<file path="src/rtl/promcrc_pkg.sv">
package promcrc_pkg;
  typedef enum logic [2:0] {
    S_IDLE,
    S_REQ,
    S_LO,
    S_HI,
    S_CMP
  } seq_state_t;

  localparam logic [7:0] CRC_SEED      = 8'hFF;
  localparam logic [7:0] CRC_REFL_POLY = 8'hAB;
  localparam logic [7:0] CRC_XOROUT    = 8'hFF;

  // one byte folded in, LSB first, reflected polynomial
  function automatic logic [7:0] crc8_step(input logic [7:0] c, input logic [7:0] b);
    logic [7:0] r;
    r = c ^ b;
    for (int i = 0; i < 8; i++) begin
      r = r[0] ? ((r >> 1) ^ CRC_REFL_POLY) : (r >> 1);
    end
    return r;
  endfunction
endpackage

</file>
<file path="src/rtl/promcrc_engine.sv">
module promcrc_engine
  import promcrc_pkg::*;
(
  input  logic       clk,
  input  logic       rst,
  input  logic       clear,
  input  logic       feed,
  input  logic [7:0] byte_in,
  output logic [7:0] crc_final
);
  logic [7:0] crc_q;

  always_ff @(posedge clk) begin
    if (rst || clear) begin
      crc_q <= CRC_SEED;
    end else if (feed) begin
      crc_q <= crc8_step(crc_q, byte_in);
    end
  end

  assign crc_final = crc_q ^ CRC_XOROUT;


  seed_after_clear_chk: assert property (@(posedge clk) disable iff (rst)
    clear |=> (crc_final == (CRC_SEED ^ CRC_XOROUT)));


  clear_feed_excl_chk: assert property (@(posedge clk) disable iff (rst)
    !(clear && feed));
endmodule

</file>
<file path="src/rtl/promcrc_seq.sv">
module promcrc_seq
  import promcrc_pkg::*;
#(
  parameter int          SMALL_WORDS = 64,
  parameter int          LARGE_WORDS = 220,
  parameter int          SIG_INDEX   = 32,
  parameter logic [15:0] SIG_VALUE   = 16'h5372,
  parameter int          ADDR_W      = 8
) (
  input  logic              clk,
  input  logic              rst,
  input  logic              start,
  output logic              rd_en,
  output logic [ADDR_W-1:0] rd_addr,
  input  logic [15:0]       rd_data,
  output logic              crc_clear,
  output logic              crc_feed,
  output logic [7:0]        crc_byte,
  input  logic [7:0]        crc_final,
  output logic              finish,
  output logic              pass_ok,
  output logic              pass_large,
  output logic [7:0]        pass_rev
);
  localparam logic [ADDR_W-1:0] SMALL_LAST = ADDR_W'(SMALL_WORDS - 1);
  localparam logic [ADDR_W-1:0] LARGE_LAST = ADDR_W'(LARGE_WORDS - 1);
  localparam logic [ADDR_W-1:0] SIG_ADDR   = ADDR_W'(SIG_INDEX);

  seq_state_t        state_q;
  logic [ADDR_W-1:0] idx_q;
  logic [15:0]       word_q;
  logic              large_q;
  logic              sig_q;
  logic [ADDR_W-1:0] last_idx;
  logic              match;
  logic              fallback;

  assign last_idx = large_q ? LARGE_LAST : SMALL_LAST;
  assign match    = (crc_final == word_q[15:8]);
  assign fallback = (state_q == S_CMP) && !match && !large_q && sig_q;

  always_ff @(posedge clk) begin
    if (rst) begin
      state_q <= S_IDLE;
      idx_q   <= '0;
      word_q  <= '0;
      large_q <= 1'b0;
      sig_q   <= 1'b0;
    end else begin
      case (state_q)
        S_IDLE: begin
          if (start) begin
            state_q <= S_REQ;
            idx_q   <= '0;
            large_q <= 1'b0;
            sig_q   <= 1'b0;
          end
        end
        S_REQ: state_q <= S_LO;
        S_LO: begin
          word_q <= rd_data;
          if (!large_q && idx_q == SIG_ADDR) begin
            sig_q <= (rd_data == SIG_VALUE);
          end
          state_q <= (idx_q == last_idx) ? S_CMP : S_HI;
        end
        S_HI: begin
          idx_q   <= idx_q + 1'b1;
          state_q <= S_LO;
        end
        S_CMP: begin
          if (fallback) begin
            large_q <= 1'b1;
            idx_q   <= '0;
            state_q <= S_REQ;
          end else begin
            state_q <= S_IDLE;
          end
        end
        default: state_q <= S_IDLE;
      endcase
    end
  end

  always_comb begin
    rd_en     = (state_q == S_REQ) || (state_q == S_HI);
    rd_addr   = (state_q == S_HI) ? idx_q + 1'b1 : idx_q;
    crc_clear = (state_q == S_REQ);
    crc_feed  = (state_q == S_LO) || (state_q == S_HI);
    crc_byte  = (state_q == S_LO) ? rd_data[7:0] : word_q[15:8];
  end

  assign finish     = (state_q == S_CMP) && !fallback;
  assign pass_ok    = match;
  assign pass_large = large_q;
  assign pass_rev   = word_q[7:0];


  addr_in_layout_chk: assert property (@(posedge clk) disable iff (rst)
    rd_en |-> (rd_addr <= last_idx));


  read_spacing_chk: assert property (@(posedge clk) disable iff (rst)
    rd_en |=> !rd_en);


  large_only_after_cmp_chk: assert property (@(posedge clk) disable iff (rst)
    $rose(large_q) |-> $past(state_q == S_CMP));


  start_ignored_busy_chk: assert property (@(posedge clk) disable iff (rst)
    (state_q != S_IDLE && state_q != S_CMP && start) |=> !(state_q == S_REQ && idx_q == '0 && !large_q && $past(state_q) != S_IDLE && $past(state_q) != S_CMP));
endmodule

</file>
<file path="src/rtl/promcrc_result.sv">
module promcrc_result (
  input  logic       clk,
  input  logic       rst,
  input  logic       finish,
  input  logic       pass_ok,
  input  logic       pass_large,
  input  logic [7:0] pass_rev,
  output logic       done,
  output logic       crc_ok,
  output logic       large_layout,
  output logic [7:0] revision
);
  always_ff @(posedge clk) begin
    if (rst) begin
      done         <= 1'b0;
      crc_ok       <= 1'b0;
      large_layout <= 1'b0;
      revision     <= '0;
    end else begin
      done <= finish;
      if (finish) begin
        crc_ok       <= pass_ok;
        large_layout <= pass_large;
        revision     <= pass_rev;
      end
    end
  end


  done_single_chk: assert property (@(posedge clk) disable iff (rst)
    done |=> !done);


  ok_hold_chk: assert property (@(posedge clk) disable iff (rst)
    !$stable(crc_ok) |-> done);


  rev_hold_chk: assert property (@(posedge clk) disable iff (rst)
    !$stable(revision) |-> done);
endmodule

</file>
<file path="src/rtl/prom_crc_verifier.sv">
module prom_crc_verifier #(
  parameter int          SMALL_WORDS = 64,
  parameter int          LARGE_WORDS = 220,
  parameter int          SIG_INDEX   = 32,
  parameter logic [15:0] SIG_VALUE   = 16'h5372,
  parameter int          ADDR_W      = $clog2(LARGE_WORDS)
) (
  input  logic              clk,
  input  logic              rst,
  input  logic              start,
  output logic              rd_en,
  output logic [ADDR_W-1:0] rd_addr,
  input  logic [15:0]       rd_data,
  output logic              done,
  output logic              crc_ok,
  output logic              large_layout,
  output logic [7:0]        revision
);
  logic       crc_clear;
  logic       crc_feed;
  logic [7:0] crc_byte;
  logic [7:0] crc_final;
  logic       finish;
  logic       pass_ok;
  logic       pass_large;
  logic [7:0] pass_rev;

  promcrc_engine u_engine (
    .clk      (clk),
    .rst      (rst),
    .clear    (crc_clear),
    .feed     (crc_feed),
    .byte_in  (crc_byte),
    .crc_final(crc_final)
  );

  promcrc_seq #(
    .SMALL_WORDS(SMALL_WORDS),
    .LARGE_WORDS(LARGE_WORDS),
    .SIG_INDEX  (SIG_INDEX),
    .SIG_VALUE  (SIG_VALUE),
    .ADDR_W     (ADDR_W)
  ) u_seq (
    .clk       (clk),
    .rst       (rst),
    .start     (start),
    .rd_en     (rd_en),
    .rd_addr   (rd_addr),
    .rd_data   (rd_data),
    .crc_clear (crc_clear),
    .crc_feed  (crc_feed),
    .crc_byte  (crc_byte),
    .crc_final (crc_final),
    .finish    (finish),
    .pass_ok   (pass_ok),
    .pass_large(pass_large),
    .pass_rev  (pass_rev)
  );

  promcrc_result u_result (
    .clk         (clk),
    .rst         (rst),
    .finish      (finish),
    .pass_ok     (pass_ok),
    .pass_large  (pass_large),
    .pass_rev    (pass_rev),
    .done        (done),
    .crc_ok      (crc_ok),
    .large_layout(large_layout),
    .revision    (revision)
  );

  initial begin

    sig_inside_small_chk: assert (SIG_INDEX < SMALL_WORDS && SMALL_WORDS < LARGE_WORDS);
  end


  no_read_at_done_chk: assert property (@(posedge clk) disable iff (rst)
    done |-> !rd_en);
endmodule

</file>
<file path="config.mk">
export PLATFORM = sky130hd
export DESIGN_NAME = prom_crc_verifier
export DESIGN_NICKNAME = d
export VERILOG_FILES = /design/src/rtl/promcrc_pkg.sv /design/src/rtl/promcrc_engine.sv /design/src/rtl/promcrc_seq.sv /design/src/rtl/promcrc_result.sv /design/src/rtl/prom_crc_verifier.sv
export SDC_FILE = /design/constraint.sdc
export NUM_CORES = 1
export LEC_CHECK = 0
export ABC_AREA = 1
export CAP_MARGIN = 20
export CORE_UTILIZATION = 25
export CTS_CLUSTER_DIAMETER = 50
export DETAILED_ROUTE_END_ITERATION = 10
export PLACE_DENSITY_LB_ADDON = 0.12
export SETUP_SLACK_MARGIN = 0.1
export SLEW_MARGIN = 15
export SYNTH_ARGS = -nofsm -noshare
export SYNTH_HDL_FRONTEND = slang
export SYNTH_SLANG_ARGS = --single-unit
export TNS_END_PERCENT = 1
</file>
<file path="constraint.sdc">
create_clock -name clk -period 4.4 [get_ports clk]
set_clock_uncertainty 0.05 [all_clocks]
set_input_delay 0.88 -clock clk [delete_from_list [all_inputs] [get_ports clk]]
set_output_delay 0.88 -clock clk [all_outputs]
set_load 0.02 [all_outputs]
</file>
# == Word level (Yosys, flattened, before mapping) ==
# Cells that the tools add are included.
# totals
input_bits,19
ff_bits,48
# op_classes
reduce_logical,19
n_mux,23
n_addsub,1
bitwise,10
eq_ne,11
# op_table
op,count
8-bit two-way mux,13
4-bit inverter with 5-bit output,8
8-bit one-hot mux with 3 select lines,1
16-bit by 15-bit == test with 1-bit output (second input constant),1
8-bit == test,2
3-bit one-hot mux with 4 select lines,1
3-bit AND reduction,3
8-bit by 1-bit adder with 8-bit output (second input constant),1
8-bit by 6-bit == test with 1-bit output (second input constant),1
8-bit inverter,1
8-bit bitwise XOR,1
3-bit by 2-bit == test with 1-bit output (second input constant),2
3-bit two-way mux,2
1-bit logical AND,5
1-bit two-way mux,4
2-bit by 1-bit != test with 1-bit output (second input constant),2
1-bit one-hot mux with 2 select lines,2
2-bit nonzero test,2
3-bit by 1-bit == test with 1-bit output (second input constant),1
3-bit == test (second input constant),1
1-bit zero test,3
3-bit zero test,1
1-bit logical OR,3
3-bit nonzero test,1
other kinds (2),2

# == Depth between registers and ports, before layout ==
# depth
depth_word,19
mapped_depth,18

# == Cells and area by module ==
# From an unflattened synthesis, not the netlist that was laid out.
# unflattened
hier_cells,462
hier_area_um2,2956.6
# modules_own_cells
module,area_per_inst_um2,n_inst,cells_per_inst,seq_area_each_um2
promcrc_seq,1656.6,1,258,580.6
promcrc_engine,843.3,1,138,160.2
promcrc_result,456.7,1,66,220.2

# == Worst setup path after synthesis ==
# No wires, ideal clock.
# synth_path
path_type,register -> output
startpoint,register u_seq.state_q[2]
endpoint,output port rd_addr[0]
t_required_ns,3.470
slack_ns,1.924
arrival_time_ns,1.546
path_stages_with_launch,7
path_cell_list,dfxtp_1 -> inv_2 -> nand2_1 -> nor2_1 -> clkbuf_1 -> ha_1 -> inv_1
# synth_between
elab_chain_len,2
# synth_lines
item,line_no,rtl
start: declaration,promcrc_seq.sv:29,seq_state_t state_q;
start signal: assignment,promcrc_seq.sv:65,state_q <= (idx_q == last_idx) ? S_CMP : S_HI;
3-bit by 2-bit == test with 1-bit output,promcrc_seq.sv:87,rd_addr = (state_q == S_HI) ? idx_q + 1'b1 : idx_q;
8-bit two-way mux,promcrc_seq.sv:87,
end: declaration,prom_crc_verifier.sv:12,"output logic [ADDR_W-1:0] rd_addr,"
# Every way passes these cells.

# == Worst setup path after layout ==
# layout_path
startpoint,register u_seq.state_q[1]
endpoint,output port rd_addr[3]
# Same word-level chain as after synthesis.

==> results by group <==
STA
  • Tcrit/Tclk final: between 70 and 80%
  • Post-route minimum period: 3410 ps
  • RSZ-0062 raised after global routing: no
  • Final hold violation count: 0
  • Post-route setup slack: between 900 and 1000 ps
  • Setup TNS: 0 ps
  • Slew Viols, Final: 0
  • Measured slew at the worst slew-check pin: just over 800 ps
  • Hold Slack: 423 ps
  • Final setup viols: 0
  • Max Clk Rate: 294 MHz
  • Worst slew margin: 44.9%

Placement
  • Dpl ws: between 1000 and 1500 ps
  • Area after DPL: 0.00321 mm2
  • Dpl cells: approximately 590
  • GPL Wtd Cong: approximately 0.87
  • Port bufs: 38
  • DP HPWL: between 6 and 7 mm

Logic synthesis
  • EDFF count, synth: 0
  • Seq/Total Area, Yosys: a little over a third
  • #FFs+latches synth: 48
  • Async set-or-reset flop fraction in the synthesized netlist: 0%
  • Synth top area share: approximately 36%
  • Post-Syn Area: between 0.002 and 0.003 mm2
  • Netlist cell types: 29
  • Synth area leader: dfxtp_1
  • Post-Syn Nets: roughly 450
  • Cell count after synthesis: between 400 and 500
  • Ys flop type: dfxtp_1
  • Mean post-synth cell area: about 6.3 um2
  • Synth area leaders: dfxtp_1 36%, nand2_1 19%, nand3_1 9.1%, inv_1 5.4%, a21oi_1 5.4%
  • Syn. warnings: 0

Setup path
  • Worst path max stage delay: ~650 ps
  • WP buf/inv: 3
  • WP data arrival: about 2500 ps
  • Reg-to-Reg End: u_engine.crc_q[5]$_SDFFE_PP1P_
  • CP required: between 3000 and 4000 ps
  • R2R Path Start: u_seq.state_q[1]$_SDFFE_PP0P_
  • Critical Path, Cell by Cell: nand2_1 -> nor2_1 -> buf_4 -> inv_1 -> a21oi_1 -> o21ai_0 -> o21ai_0 -> clkdlybuf4s50_1
  • Max FO, Critical Path: 16
  • Worst reg2reg setup slack: 1900 ps
  • Most used cell, CP: o21ai_0
  • Crit-path slowest cell: clkdlybuf4s50_1
  • Critical path class: flip-flop to output pin
  • Crit-path leading delay family: buffers and inverters
  • Reg2Reg Depth: 15
  • CP endpoint kind: output pin
  • Startpoint Class: flip-flop

Layout
  • Fill cells: 1,171
  • Most common cell after layout, fill and taps aside: nand2_1
  • Final core utilization: between 30 and 40%
  • Sequential Area: a little under 0.001 mm2
  • Fraction of layout cells with a size suffix above 1: 5.82%
  • Final Net Count: around 490
  • Area grow syn2layout: 24.2%
  • Finished Layout Cells: 600
  • Area of the multi-input gates: 0.00151 mm2
  • Cell area after layout: around 0.0033 mm2
  • Diode count: 0
  • Commonest non-fill, non-tap cells in the layout: 137 x nand2_1, 49 x nand3_1, 48 x dfxtp_1, 39 x inv_1, 38 x clkdlybuf4s50_1

Die
  • I/O pins: 39
  • Die H: approximately 110 um
  • Die width: roughly 110 um
  • Rows: 37
  • Placeable Area: between 0.01 and 0.015 mm2
  • Initial core utilization: between 20% and 30%
  • Die area: ~0.011 mm2

Detailed routing
  • WL met3: 239 um
  • Top Metal Used: met4
  • Drt total wl: approximately 8 mm
  • # DRC: 0
  • Met2 wire len: roughly 3.5 mm
  • Final antenna-violating net count: 0
  • Drt wl/cell: around 13 um
  • Vias per cell: ~4.6
  • Met1 WL: just over 4 mm
  • DR iter-0 viols: ~120
  • First-pass DRT Iterations: 5
  • Vias: approximately 2,800

Global routing
  • GRT Resource Usage Total: between 10% and 20%
  • Vias in the first global route: 2,580
  • Total gr overflow: 0
  • First-pass GRT wire length: ~13 mm
  • Initial antenna violation count: 0
  • Largest net degree at the start of global routing: 24

Hold path
  • Worst Hold Path Cells: 2
  • Min-Delay Endpoint: u_seq.word_q[7]$_SDFFE_PP0P_
  • Min-delay src: u_seq.word_q[7]$_SDFFE_PP0P_
  • HP Class: flip-flop to flip-flop

Run
  • # Max-Cap Violations: 0

CTS
  • Worst skew pair latency: between 300 and 400 ps
  • # resized after CTS: 0
  • Cts hold-fix bufs: 0
  • CTS clock-pin slew for the worst setup and hold paths: 100 ps
  • Number of setup buffers added after CTS: 0
  • Root Driver: clkbuf_8
  • H-Tree Depth: 2
  • Clock tree from TritonCTS: built
  • Inserted Clock Buffers: 5
  • Sink Count: 48
  • Clock buffer depth: 2

Pwr
  • Pleak: 1.50 nW
  • PD cells: approximately 430 mW/mm2
  • Total power: 1.45 mW
  • Peak supply drop: roughly 0.00016 V

Outcome
  • Status: finished, final reports clean
## logic make-up after synthesis
logic type / Yosys count / share of synthesized area, %
XOR/XNOR: 8 / 2.60
AND/OR/NAND/NOR: 251 / 40.5
flip-flops: 48 / 35.6
buffers and inverters: 56 / 8.30
adder cells (fa/ha/maj): 3 / 1.39
AO/OA/AOI/OAI: 60 / 11.6
## synth_stat cells, types with 2 or more instances
cell	instances
a21oi_1	29
buf_2	2
clkbuf_1	5
dfxtp_1	48
ha_1	3
inv_1	39
inv_2	6
nand2_1	137
nand2_2	8
nand3_1	49
nand4_1	8
nor2_1	37
nor3_1	4
nor4_1	2
o211ai_1	3
o21ai_0	26
xor2_1	8
## tightest hold or removal path, delay by kind of cell (launching register included)
| family | cells | cell delay, ps |
|---|---|---|
| DFF | 1 | 320 |
| AOI/OAI and AO/OA | 1 | 60 |
| and+or+nand+nor | 1 | 60 |
## final cells by class
type / instances / share of cell area [%]
tap: 136 / 5.08
multi-input combinational: 322 / 45.2
timing repair buffer: 40 / 11.8
sequential: 48 / 28.7
inverter: 46 / 5.16
clock buffer: 5 / 2.05
clock inverter: 3 / 2.05
## registers in the layout, indices dropped and copies added (netlist names), 3 cells and up
| register | count |
|---|---|
| u_engine.crc_q | 8 |
| u_result.revision | 8 |
| u_seq.idx_q | 8 |
| u_seq.state_q | 3 |
| u_seq.word_q | 16 |
## worst max-delay path by stage
| stage | start | end | slack (ps) | depth (start not counted) |
|---|---|---|---|---|
| 2_1_floorplan | u_seq.state_q[2]$_SDFFE_PP0P_ | rd_addr[0] | 1920 | 6 |
| 3_3_place_gp | u_seq.state_q[1]$_SDFFE_PP0P_ | rd_addr[3] | 1330 | 8 |
| 3_5_place_dp | u_seq.state_q[1]$_SDFFE_PP0P_ | rd_addr[3] | 1340 | 8 |
| 4_1_cts | u_seq.state_q[1]$_SDFFE_PP0P_ | rd_addr[3] | 990 | 8 |
| 5_1_grt | u_seq.idx_q[2]$_SDFFE_PP0P_ | rd_addr[7] | 770 | 9 |
| 6_report | u_seq.state_q[1]$_SDFFE_PP0P_ | rd_addr[3] | 990 | 8 |
## where the power goes
part | leakage (nW) | switching (mW) | total [mW] | internal, mW
combinational | 1.04 | 0.375 | 0.557 | 0.183
sequential | 0.390 | 0.0288 | 0.492 | 0.463
clock | 0.0687 | 0.174 | 0.403 | 0.229
## layer usage
layer  vias up  GRT usage (%)
li1       1456              -
met1      1232           20.3
met2        50           23.2
met3        14           2.91
met4         0           6.35
met5         -              0
Note: power is estimated with default switching activity, not from simulation.
